--- src/rtl/sseq_pkg.sv ---
package sseq_pkg;
    typedef enum logic [2:0] {
        S_IDLE,
        S_SHIFT,
        S_LATCH,
        S_GAP,
        S_WAIT
    } seq_state_t;

    typedef enum logic [1:0] {
        M_FULL,
        M_PDOWN,
        M_WAKE
    } seq_mode_t;
endpackage

--- src/rtl/sseq_tick.sv ---
module sseq_tick #(
    parameter int HALF_DIV = 4
) (
    input  logic clk,
    input  logic rst_n,
    input  logic en,
    output logic tick_o
);
    localparam int CW = (HALF_DIV > 1) ? $clog2(HALF_DIV) : 1;
    localparam logic [CW-1:0] LAST = CW'(HALF_DIV - 1);

    logic [CW-1:0] cnt;

    always_ff @(posedge clk or negedge rst_n) begin
        if (!rst_n) begin
            cnt <= '0;
        end else if (!en || cnt == LAST) begin
            cnt <= '0;
        end else begin
            cnt <= cnt + 1'b1;
        end
    end

    assign tick_o = en && (cnt == LAST);
endmodule

--- src/rtl/sseq_wait.sv ---
module sseq_wait #(
    parameter int CNT_W = 16
) (
    input  logic             clk,
    input  logic             rst_n,
    input  logic             load_i,
    input  logic [CNT_W-1:0] val_i,
    output logic             done_o
);
    logic [CNT_W-1:0] cnt;

    always_ff @(posedge clk or negedge rst_n) begin
        if (!rst_n) begin
            cnt <= '0;
        end else if (load_i) begin
            cnt <= val_i;
        end else if (cnt != '0) begin
            cnt <= cnt - 1'b1;
        end
    end

    assign done_o = (cnt == '0);


    wait_hold_chk: assert property (@(posedge clk) disable iff (!rst_n)
        (done_o && !load_i) |=> done_o);
endmodule

--- src/rtl/synth_load_seq.sv ---
module synth_load_seq
    import sseq_pkg::*;
#(
    parameter int HALF_DIV = 4,
    parameter int GAP_BITS = 2,
    parameter int WORD_W   = 32,
    parameter int NUM_REGS = 6,
    parameter int ADDR_W   = 3,
    parameter int PD_REG   = 2,
    parameter int PD_BIT   = 5,
    parameter int CNT_W    = 16
) (
    input  logic                             clk,
    input  logic                             rst_n,
    input  logic                             start_cfg,
    input  logic                             start_pdown,
    input  logic                             start_wake,
    input  logic                             retry_en,
    input  logic [CNT_W-1:0]                 settle_cycles,
    input  logic [CNT_W-1:0]                 retry_cycles,
    input  logic [NUM_REGS-1:0][WORD_W-1:0]  cfg_words,
    output logic                             sclk_o,
    output logic                             sdata_o,
    output logic                             le_o,
    output logic                             busy_o,
    output logic                             done_o
);
    localparam int IDX_W = $clog2(NUM_REGS);
    localparam int BIT_W = $clog2(WORD_W);
    localparam int GAP_T = 2 * GAP_BITS;
    localparam int TC_W  = $clog2(GAP_T + 2);
    localparam logic [IDX_W-1:0] TOP_IDX = IDX_W'(NUM_REGS - 1);
    localparam logic [IDX_W-1:0] PD_IDX  = IDX_W'(PD_REG);
    localparam logic [BIT_W-1:0] LAST_BIT = BIT_W'(WORD_W - 1);

    seq_state_t       state, nxt;
    seq_mode_t        mode, start_mode;
    logic [IDX_W-1:0] idx, first_idx, next_idx;
    logic [WORD_W-1:0] sreg;
    logic [BIT_W-1:0] bitcnt;
    logic             phase;
    logic [TC_W-1:0]  tcnt;
    logic             retry_pend;
    logic             sclk_q, sdata_q, le_q, done_q;
    logic             tick, wdone, wload;
    logic [CNT_W-1:0] wval;
    logic             start_any, is_last, redo;
    logic             frame_end, latch_end, gap_end;

    function automatic logic [WORD_W-1:0] word_for(input logic [IDX_W-1:0] i,
                                                   input seq_mode_t m);
        logic [WORD_W-1:0] w;
        w = cfg_words[i];
        if (i == PD_IDX) begin
            if (m == M_PDOWN)     w[PD_BIT] = 1'b1;
            else if (m == M_WAKE) w[PD_BIT] = 1'b0;
        end
        w[ADDR_W-1:0] = ADDR_W'(i);
        return w;
    endfunction

    sseq_tick #(.HALF_DIV(HALF_DIV)) u_tick (
        .clk    (clk),
        .rst_n  (rst_n),
        .en     (state != S_IDLE),
        .tick_o (tick)
    );

    sseq_wait #(.CNT_W(CNT_W)) u_wait (
        .clk    (clk),
        .rst_n  (rst_n),
        .load_i (wload),
        .val_i  (wval),
        .done_o (wdone)
    );

    assign start_any  = start_cfg | start_pdown | start_wake;
    assign start_mode = start_cfg ? M_FULL : (start_wake ? M_WAKE : M_PDOWN);
    assign first_idx  = (start_mode == M_FULL) ? TOP_IDX : PD_IDX;
    assign is_last    = (idx == '0) || (mode == M_PDOWN);
    assign next_idx   = (mode == M_FULL) ? idx - 1'b1 : '0;
    assign redo       = (idx == '0) && retry_pend;

    assign frame_end = (state == S_SHIFT) && tick && phase && (bitcnt == LAST_BIT);
    assign latch_end = (state == S_LATCH) && tick && (tcnt == TC_W'(1));
    assign gap_end   = (state == S_GAP) && tick && (tcnt == TC_W'(GAP_T - 1));

    assign wload = frame_end && ((!is_last && next_idx == '0) || redo);
    assign wval  = redo ? retry_cycles : settle_cycles;

    // State register
    always_ff @(posedge clk or negedge rst_n) begin
        if (!rst_n) state <= S_IDLE;
        else        state <= nxt;
    end

    // Transitions
    always_comb begin
        nxt = state;
        unique case (state)
            S_IDLE:  if (start_any) nxt = S_SHIFT;
            S_SHIFT: if (frame_end) nxt = S_LATCH;
            S_LATCH: if (latch_end) nxt = (is_last && !redo) ? S_IDLE : S_GAP;
            S_GAP:   if (gap_end)   nxt = (idx == '0) ? S_WAIT : S_SHIFT;
            S_WAIT:  if (tick && wdone) nxt = S_SHIFT;
            default: nxt = S_IDLE;
        endcase
    end

    // Datapath and outputs
    always_ff @(posedge clk or negedge rst_n) begin
        if (!rst_n) begin
            mode       <= M_FULL;
            idx        <= '0;
            sreg       <= '0;
            bitcnt     <= '0;
            phase      <= 1'b0;
            tcnt       <= '0;
            retry_pend <= 1'b0;
            sclk_q     <= 1'b0;
            sdata_q    <= 1'b0;
            le_q       <= 1'b0;
            done_q     <= 1'b0;
        end else begin
            done_q <= 1'b0;
            unique case (state)
                S_IDLE: begin
                    if (start_any) begin
                        mode       <= start_mode;
                        idx        <= first_idx;
                        retry_pend <= retry_en && (start_mode != M_PDOWN);
                        sreg       <= word_for(first_idx, start_mode);
                        sdata_q    <= word_for(first_idx, start_mode)[WORD_W-1];
                        bitcnt     <= '0;
                        phase      <= 1'b0;
                    end
                end
                S_SHIFT: begin
                    if (tick) begin
                        if (!phase) begin
                            sclk_q <= 1'b1;
                            phase  <= 1'b1;
                        end else begin
                            sclk_q <= 1'b0;
                            phase  <= 1'b0;
                            if (bitcnt == LAST_BIT) begin
                                le_q    <= 1'b1;
                                sdata_q <= 1'b0;
                                tcnt    <= '0;
                            end else begin
                                bitcnt  <= bitcnt + 1'b1;
                                sreg    <= sreg << 1;
                                sdata_q <= sreg[WORD_W-2];
                            end
                        end
                    end
                end
                S_LATCH: begin
                    if (tick) begin
                        tcnt <= tcnt + 1'b1;
                        if (latch_end) begin
                            le_q <= 1'b0;
                            tcnt <= '0;
                            if (is_last && !redo) begin
                                done_q <= 1'b1;
                            end else if (redo) begin
                                retry_pend <= 1'b0;
                            end else begin
                                idx <= next_idx;
                            end
                        end
                    end
                end
                S_GAP: begin
                    if (tick) begin
                        tcnt <= tcnt + 1'b1;
                        if (gap_end) begin
                            tcnt <= '0;
                            if (idx != '0) begin
                                sreg    <= word_for(idx, mode);
                                sdata_q <= word_for(idx, mode)[WORD_W-1];
                                bitcnt  <= '0;
                            end
                        end
                    end
                end
                S_WAIT: begin
                    if (tick && wdone) begin
                        sreg    <= word_for(idx, mode);
                        sdata_q <= word_for(idx, mode)[WORD_W-1];
                        bitcnt  <= '0;
                    end
                end
                default: ;
            endcase
        end
    end

    assign sclk_o  = sclk_q;
    assign sdata_o = sdata_q;
    assign le_o    = le_q;
    assign busy_o  = (state != S_IDLE);
    assign done_o  = done_q;


    le_sclk_chk: assert property (@(posedge clk) disable iff (!rst_n)
        le_o |-> !sclk_o);


    data_hold_chk: assert property (@(posedge clk) disable iff (!rst_n)
        sclk_o |-> $stable(sdata_o));


    done_end_chk: assert property (@(posedge clk) disable iff (!rst_n)
        $fell(busy_o) |-> done_o);


    done_width_chk: assert property (@(posedge clk) disable iff (!rst_n)
        done_o |=> !done_o);


    idle_quiet_chk: assert property (@(posedge clk) disable iff (!rst_n)
        !busy_o |-> (!sclk_o && !le_o));


    busy_keep_mode_chk: assert property (@(posedge clk) disable iff (!rst_n)
        (busy_o && start_any) |=> $stable(mode));
endmodule

--- config.mk ---
export PLATFORM = sky130hd
export DESIGN_NAME = synth_load_seq
export DESIGN_NICKNAME = d
export VERILOG_FILES = /design/src/rtl/sseq_pkg.sv /design/src/rtl/sseq_tick.sv /design/src/rtl/sseq_wait.sv /design/src/rtl/synth_load_seq.sv
export SDC_FILE = /design/constraint.sdc
export NUM_CORES = 1
export LEC_CHECK = 0
export CAP_MARGIN = 20
export CORE_UTILIZATION = 46
export CTS_BUF_LIST = sky130_fd_sc_hd__clkbuf_8
export CTS_CLUSTER_SIZE = 8
export DETAILED_ROUTE_END_ITERATION = 10
export PLACE_DENSITY_LB_ADDON = 0.15
export SYNTH_ARGS = -nofsm -noshare
export SYNTH_HDL_FRONTEND = slang
export SYNTH_SLANG_ARGS = --single-unit
--- constraint.sdc ---
create_clock -name clk -period 4 [get_ports clk]
set_input_delay 0.6 -clock clk [delete_from_list [all_inputs] [get_ports clk]]
set_output_delay 0.6 -clock clk [all_outputs]
set_load 0.03 [all_outputs]
# Word-level counts from Yosys, hierarchy flattened

Index checks and enable logic that the tools add are counted.

Register bits after elaboration: 71
Bits in latches: 0
RAM bits: 0
Bits in read-only memories: 0
Input bits: 230
Output and inout port bits: 5
Word-level logic and storage cells: 185
Memories: 0

Add/subtract/negate cells: 5
$mul: 0
Div/mod/pow operators: 0
Magnitude comparators: 2
Equal/unequal tests: 30
Shifts and indexed selects: 0
Mux-type cells: 87
Bitwise operators: 2
Reductions and logical operators: 45

Operators with widths:

| kind                                                                          | number |
|---|---|
| 31-bit 2-to-1 mux                                                             | 8 |
| 32-bit binary-select mux with 3-bit select                                    | 2 |
| 31-bit one-hot mux with 4 select lines                                        | 1 |
| 32-bit 2-to-1 mux                                                             | 2 |
| 3-bit 2-to-1 mux                                                              | 20 |
| 16-bit 2-to-1 mux                                                             | 3 |
| 5-bit 2-to-1 mux                                                              | 8 |
| 1-bit 2-to-1 mux                                                              | 31 |
| 2-bit != test (second input constant)                                         | 13 |
| 6-bit AND reduction                                                           | 4 |
| 5-bit one-hot mux with 4 select lines                                         | 1 |
| 16-bit zero test                                                              | 1 |
| 16-bit nonzero test                                                           | 1 |
| 16-bit by 1-bit subtractor with 16-bit output (second input constant)         | 1 |
| 3-bit by 2-bit == test with 1-bit output (second input constant)              | 5 |
| 3-bit one-hot mux with 5 select lines                                         | 1 |
| 1-bit logical AND                                                             | 14 |
| 3-bit zero test                                                               | 3 |
| 3-bit one-hot mux with 3 select lines                                         | 1 |
| 9-bit AND reduction                                                           | 1 |
| 3-bit nonzero test                                                            | 3 |
| 3-bit by 4-bit less-than comparator with 1-bit output (second input constant) | 2 |
| 2-bit 2-to-1 mux                                                              | 4 |
| 8-bit AND reduction                                                           | 1 |
| 22 further kinds                                                              | 40 |

# Depth between registers and ports, before layout

Gate-level depths: netlist (run 1).

Depth in word-level cells: 11
Mapped depth: 12
Mapped depth without buffers: 9

# Hierarchy

A second synthesis (run 1) with hierarchy kept.

Cells, all modules: 712
Area total of the unflattened synthesis: 6164.7 sq um

Modules (own cells, without submodules):

| module         | instances | cells each | area each (sq um) | sequential area each (sq um) |
|---|---|---|---|---|
| synth_load_seq | 1         | 602        | 5067.4            | 1326.3 |
| sseq_wait      | 1         | 104        | 1006.0            | 400.4 |
| sseq_tick      | 1         | 6          | 91.3              | 50.0 |

# Worst setup path before layout (run 1)

Ideal clock, no wire load.

Path type: reg2reg
Start point: register idx[0]
End point: register bitcnt[0]
Setup time: 0.125 ns
Data arrival time: 3.114 ns
Required time: 3.875 ns
Slack: 0.761 ns
Stages on the path, launching flop included: 11
Path buffers: 4
Period minus slack after synthesis: 3.239 ns
Cell sequence: dfrtp_1 clkbuf_1 buf_2 buf_2 inv_1 ha_1 nand2b_1 a41oi_1 a2111oi_4 buf_6 mux2_2

Longest elaborated chain between the ends: 3

Ends and longest elaborated chain:

| item                                               | line                  | text |
|---|---|---|
| start, declared                                    | synth_load_seq.sv:38  | `logic [IDX_W-1:0] idx, first_idx, next_idx;` |
| start signal, assigned                             | synth_load_seq.sv:130 | `idx <= first_idx;` |
| start signal, assigned                             | synth_load_seq.sv:169 | `idx <= next_idx;` |
| 3-bit nonzero test                                 | synth_load_seq.sv:179 | `if (idx != '0) begin` |
| 2-bit by 1-bit != test with 1-bit output (no line) | --                    |  |
| 9-bit AND reduction (no line)                      | --                    |  |
| end signal, assigned                               | synth_load_seq.sv:151 | `bitcnt <= bitcnt + 1'b1;` |
| end, declared                                      | synth_load_seq.sv:40  | `logic [BIT_W-1:0] bitcnt;` |

Every way passes these cells.
A chain may end at the register's enable or synchronous reset.

# Worst setup path after layout (run 1)

Start point: register state[1]
End point: output port busy_o

Longest elaborated chain between the ends: 1

Ends and longest elaborated chain:

| item                   | line                  | text |
|---|---|---|
| start, declared        | synth_load_seq.sv:36  | `seq_state_t state, nxt;` |
| start signal, assigned | synth_load_seq.sv:94  | `else state <= nxt;` |
| 3-bit nonzero test     | synth_load_seq.sv:202 | `assign busy_o = (state != S_IDLE);` |
| end, declared          | synth_load_seq.sv:25  | `output logic busy_o,` |

Every way passes these cells.

==> run_results.csv, run 1 <==
group,metric,value,unit
clocking,ctsHoldBuffers,0,
route,wl,18200,microns
clocking,clock_latency,360,ps
placed_design,place_inst,955,
setup_path,crit_required,3400,ps
setup_path,cp-startpoint,"state[1]",
worst_hold_path,hold_path_class,"input pin to asynchronous set/reset pin",
clocking,clock-sinks,71,
die,io_pins,235,
outcome,status,"finished clean",
logic_synthesis,synth_nets,848,
logic_synthesis,synth_enable_flop_cells,0,
clocking,cts_tree,"built",
timing,fin_hold_ws,353,ps
finish,design_area,8320,sq um
die,core_area,12300,sq um
route,post_drt_via_cell_ratio,5.89,
pwr,p_leak,3.49,nW
timing,worst-slew-pin-transition,1040,ps
finish,drive_above_1_share,13.3,%
route,drtIter0Drc,371,
setup_path,slowest_delay,690,ps
setup_path,r2r-start,"idx[0]",
setup_path,crit_family,"buffers and inverters",
clocking,htreeDepth,3,
finish,syn2layout_area_growth,41.1,%
route,drc_errors,0,
clocking,cts_resized,0,
logic_synthesis,syn_avg_cell_area,9.71,sq um
setup_path,cp_max_fo,21,
setup_path,reg2reg_depth,7,
finish,post_layout_nonfiller_instances,971,
finish,fin_nets,1039,
clocking,clkTransAtPathRegs,80,ps
route,num_vias,5724,
timing,relSlewSlack,30.5,%
logic_synthesis,synth_area,5890,sq um
timing,period_minus_slack,2960,ps
logic_synthesis,synth_warnings,0,
clocking,post_cts_buffers,0,
clocking,clock_path_buffers,2,
global_route,grt_pass1_wl,28500,microns
placed_design,routabilityCongestion,0.852,
die,start_util,48.1,%
logic_synthesis,syn_inst,607,
route,postRouteAntennaNets,0,
timing,finalCritPeriodShare,73.9,%
timing,hold_viol_final,0,
run,drv_cap,0,
setup_path,cp-end-kind,"output port",
clocking,cts_buffers,9,
global_route,gr-usage-all-layers,27.5,%
die,design.die.area,13300,sq um
setup_path,cp_cell_sequence,"nor3_1 -> inv_1 -> clkdlybuf4s50_1",
timing,rsz0062_at_grt,"false",
placed_design,post-dp-hpwl,13600,microns
finish,utilization,67.8,%
timing,skew,11.9,ps
global_route,grt_max_degree,72,
logic_synthesis,synth-seq-cells,71,
timing,setup_viol,0,
setup_path,critical_path_class,"flop to output port",
timing,fin_setup_tns,0,ps
setup_path,worst_ep_arrival_time,2360,ps
global_route,grt_pass1_vias,5795,
global_route,grt_overflow,0,
finish,nFillCells,1000,
route,routedWlPerCell,18.8,microns
finish,insertedDiodeCount,0,
setup_path,worstSetupStartpointType,"flop",
logic_synthesis,synthArstFlopShare,100,%
placed_design,placed_cell_area,8150,sq um
placed_design,port_buffers,216,
die,die_x,115,microns
timing,timing.fmax,338,MHz
timing,drv_slew,0,
logic_synthesis,synth.distinct_cells,59,
die,core.rowCount,40,
pwr,power.density,555,nW/um^2
pwr,vdd_drop_max,0.368,mV
logic_synthesis,yosys_most_used_dff,"dfrtp_1",
clocking,clock-root-buffer,"clkbuf_8",
setup_path,timing.rr.end,"sreg[28]",
finish,regArea,1780,sq um
finish,multi_input_area,3830,sq um
setup_path,cpMaxStageDelayCell,"nor3_1",
setup_path,reg2reg_slack,1160,ps
route,first_pass_iters,5,
global_route,antenna_found_initial,0,
die,dieHeight,115,microns
logic_synthesis,ys_seq_area_share,30.1,%
setup_path,worst-path-buf-inv,2,
## Yosys cell counts, drive strengths merged, types with 2 or more instances
cell type,instances,area [sq um]
a2111oi,2,37.5
a21boi,3,22.5
a21oi,42,210
a221o,2,20.0
a221oi,2,17.5
a22o,2,17.5
a22oi,2,15.0
a2bb2oi,2,17.5
a31oi,2,27.5
and2,3,18.8
buf,12,77.6
clkbuf,37,139
dfrtp,71,1780
ha,11,138
inv,20,75.1
mux2,42,473
mux2i,73,731
mux4,28,631
nand2,50,188
nand2b,5,31.3
nand3,15,75.1
nand3b,6,45.0
nand4,3,18.8
nor2,49,184
nor3,9,45.0
nor3b,7,63.8
nor4,8,50.1
o211ai,4,30.0
o21a,2,15.0
o21ai,21,105
o21bai,2,15.0
o221ai,27,236
o22ai,5,31.3
o31a,2,17.5
o31ai,3,22.5
or2,4,25.0
or3b,2,17.5
or4,4,33.8
xnor2,9,78.8
xor2,2,17.5
## registers in the layout, summed over array words and instances (netlist names)
register and cells:
u_tick.cnt 2, idx 3, tcnt 3, sdata_o 1, le_o 1, mode 2
retry_pend 1, sclk_o 1, bitcnt 5, phase 1, done_o 1, sreg 31
state 3, u_wait.cnt 16
## per-stage QoR
| stage | setup slack, ps | power (mW) |
|---|---|---|
| finish | 1040 | 4.62 |
| global route | 856 | 4.96 |
| CTS | 1050 | 4.62 |
| detailed placement | 985 | 4.10 |
| global placement | 1060 | 3.99 |
| floorplan | 761 | 3.33 |
## layout make-up
type	instances	area share, %
clock buffers	10	1.65
clock inverters	6	0.361
inverters	20	0.903
multi-input cells	467	46.1
flip-flops and latches	71	21.4
well taps	168	2.53
repair buffers	229	27.1
## how the worst max path moves through the flow
stage | to | slack [ps] | cells past startpoint
floorplan | bitcnt[0] | 760 | 10
global placement | sreg[9] | 1060 | 6
detailed placement | sreg[8] | 980 | 6
CTS | busy_o | 1050 | 3
global route | busy_o | 860 | 3
finish | busy_o | 1040 | 3
## logic make-up after synthesis
family | Yosys count | synth area share (%)
flops | 71 | 30.1
mux | 143 | 31.1
xor+xnor | 11 | 1.63
buf+inv | 69 | 4.95
compound gates | 133 | 15.8
fa+ha+maj | 11 | 2.33
simple gates | 169 | 14.1
## report_power, final
| group | switching, mW | leakage (nW) | internal, mW |
|---|---|---|---|
| sequential | 0.336 | 0.862 | 1.04 |
| clock | 0.271 | 0.0998 | 0.234 |
| combinational | 1.37 | 2.53 | 1.37 |
| total | 1.97 | 3.49 | 2.64 |
## cells in the final DEF, fill, tap and decap left out, types with 23 or more instances in the layout
| master | netlist | layout |
|---|---|---|
| mux2_2 | 38 | 38 |
| mux2i_1 | 73 | 73 |
| inv_1 | 20 | 23 |
| o221ai_1 | 27 | 27 |
| clkdlybuf4s50_1 | 0 | 214 |
| nor2_1 | 49 | 49 |
| a21oi_1 | 42 | 42 |
| nand2_1 | 50 | 50 |
| mux4_2 | 28 | 28 |
| dfrtp_1 | 71 | 70 |
## routing by layer
layer / routed length [microns] / global-route usage (%) / up-vias
li1: - / - / 2680
met1: 7540 / 33.5 / 2803
met2: 9150 / 50.2 / 216
met3: 1270 / 4.64 / 25
met4: 277 / 7.27 / 0
met5: 0 / 0 / -
No activity file was read; power rests on OpenSTA's default activity.
==> inputs of run 2 (changes only) <==
==> constraint.sdc (replaced) <==
create_clock -name clk -period 2.8 [get_ports clk]
set_input_delay 0.42 -clock clk [delete_from_list [all_inputs] [get_ports clk]]
set_output_delay 0.42 -clock clk [all_outputs]
set_load 0.03 [all_outputs]
==> run_results.csv, run 2 (same netlist as run 1, synthesis figures left out) <==
group,metric,value,unit
timing,drv_slew,0,
placed_design,post-dp-hpwl,14100,microns
setup_path,timing.rr.end,"sreg[1]",
finish,nFillCells,938,
pwr,p_leak,3.73,nW
finish,reg.largest.list,"sreg (31), u_wait.cnt (16), bitcnt (5)",
setup_path,cp_max_fo,12,
finish,multi_input_area,3830,sq um
global_route,grt_pass1_wl,29200,microns
finish,layout_common_cells,"214 x clkdlybuf4s50_1, 73 x mux2i_1, 70 x dfrtp_1",
timing,setup_viol,0,
global_route,gr-usage-all-layers,28.5,%
placed_design,port_buffers,216,
setup_path,worst_ep_arrival_time,2060,ps
finish,regMostFlops,"sreg",
clocking,cts_tree,"built",
finish,layout_commonest_cell,"clkdlybuf4s50_1",
pwr,vdd_drop_max,0.488,mV
setup_path,cp-end-kind,"output port",
die,die_x,115,microns
clocking,clock-root-buffer,"clkbuf_8",
timing,finalCritPeriodShare,88.5,%
timing,skew,10.1,ps
route,post_drt_via_cell_ratio,5.75,
clocking,clock-sinks,71,
run,drv_cap,0,
pwr,power.density,822,nW/um^2
timing,worst-slew-pin-transition,743,ps
timing,relSlewSlack,50.0,%
timing,fin_hold_ws,436,ps
worst_hold_path,min_to,"u_tick.cnt[0]",
route,postRouteAntennaNets,0,
setup_path,reg2reg_slack,350,ps
timing,hold_viol_final,0,
die,dieHeight,115,microns
route,drtIter0Drc,364,
finish,syn2layout_area_growth,48.4,%
clocking,clock_latency,370,ps
timing,rsz0062_at_grt,"false",
clocking,cts_buffers,9,
route,drc_errors,0,
clocking,clock_path_buffers,2,
global_route,grt_pass1_vias,5963,
die,io_pins,235,
timing,setup_slack,321,ps
worst_hold_path,hold_path_depth,1,
global_route,antenna_found_initial,0,
setup_path,worstSetupStartpointType,"flop",
clocking,htreeDepth,3,
finish,insertedDiodeCount,0,
timing,timing.fmax,403,MHz
clocking,cts_resized,0,
die,core.rowCount,40,
setup_path,crit_required,2380,ps
route,first_pass_iters,5,
route,routedWlPerCell,18.4,microns
finish,fin_nets,1081,
finish,largest_reg_flops,31,
global_route,grt_overflow,0,
finish,utilization,71.3,%
die,start_util,48.1,%
setup_path,reg2reg_depth,7,
global_route,grt_max_degree,63,
placed_design,routabilityCongestion,0.889,
route,num_vias,5821,
die,core_area,12300,sq um
placed_design,dp_slack,-240,ps
setup_path,r2r-start,"state[2]",
die,design.die.area,13300,sq um
clocking,clkTransAtPathRegs,80,ps
worst_hold_path,min_from,"u_tick.cnt[0]",
worst_hold_path,hold_path_class,"flop to flop",
route,wl,18700,microns
timing,fin_setup_tns,0,ps
outcome,status,"finished clean",
finish,drive_above_1_share,17.9,%
setup_path,critical_path_class,"flop to output port",
timing,period_minus_slack,2480,ps
finish,regArea,1780,sq um
run 2: changes by cell type in the layout (fill, tap and decap cells not counted), sizes merged:
cell | previous run | this run
dlygate4sd3 | 0 | 1
clkinv | 3 | 1
buf | 15 | 56
clkinvlp | 0 | 2
bufinv | 0 | 2
inv | 23 | 20
clkbuf | 10 | 11
run 2: report_power, final:
group | internal, mW | total (mW) | switching (mW)
clock network | 0.549 | 0.973 | 0.424
registers | 1.49 | 1.80 | 0.311
logic | 2.26 | 4.42 | 2.16
run 2: layout make-up:
cell class / instances / share of cell area, %
clock buffer: 11 / 1.73
clock inverter: 5 / 0.915
inverter: 20 / 0.858
multi-input combinational: 467 / 43.8
sequential: 71 / 20.4
tap: 168 / 2.40
timing repair buffer: 271 / 29.9
run 2: how the worst max path moves through the flow:
stage / start / endpoint / cells after the start
2_1_floorplan: idx[0] / bitcnt[0] / 10
3_3_place_gp: u_wait.cnt[7] / sreg[10] / 6
3_5_place_dp: u_wait.cnt[7] / sreg[14] / 6
4_1_cts: state[0] / busy_o / 5
5_1_grt: state[0] / busy_o / 5
6_report: state[0] / busy_o / 5
run 2: timing repair:
| item | in CTS | in global routing |
|---|---|---|
| endpoints found under the setup margin | 32 | 0 |
| endpoints found under the hold margin | 21 | 0 |
| hold buffers | 1 | 0 |
| buffers inserted | 3 | 0 |
run 2: per-layer routing:
layer / vias up / GRT usage (%) / routed length [microns]
met5: - / 0 / 0
met4: 0 / 9.44 / 339
met3: 26 / 5.11 / 1300
met2: 212 / 53.2 / 9620
met1: 2820 / 32.7 / 7410
li1: 2763 / - / -
run 2: critical path, cell delays in order, from the launching register on:
cell             delay [ps]
dfrtp_1                 510
buf_4                   220
nor3_1                  160
buf_4                   180
inv_1                    40
clkdlybuf4s50_1         580
run 2: per-stage QoR:
stage / instance area (sq um) / instances / power [mW]
2_1_floorplan: 5900 / 607 / 4.78
3_3_place_gp: 8480 / 993 / 6.05
3_5_place_dp: 8480 / 993 / 6.19
4_1_cts: 8750 / 1013 / 7.20
5_1_grt: 8750 / 1013 / 7.72
6_report: 8750 / 1013 / 7.19
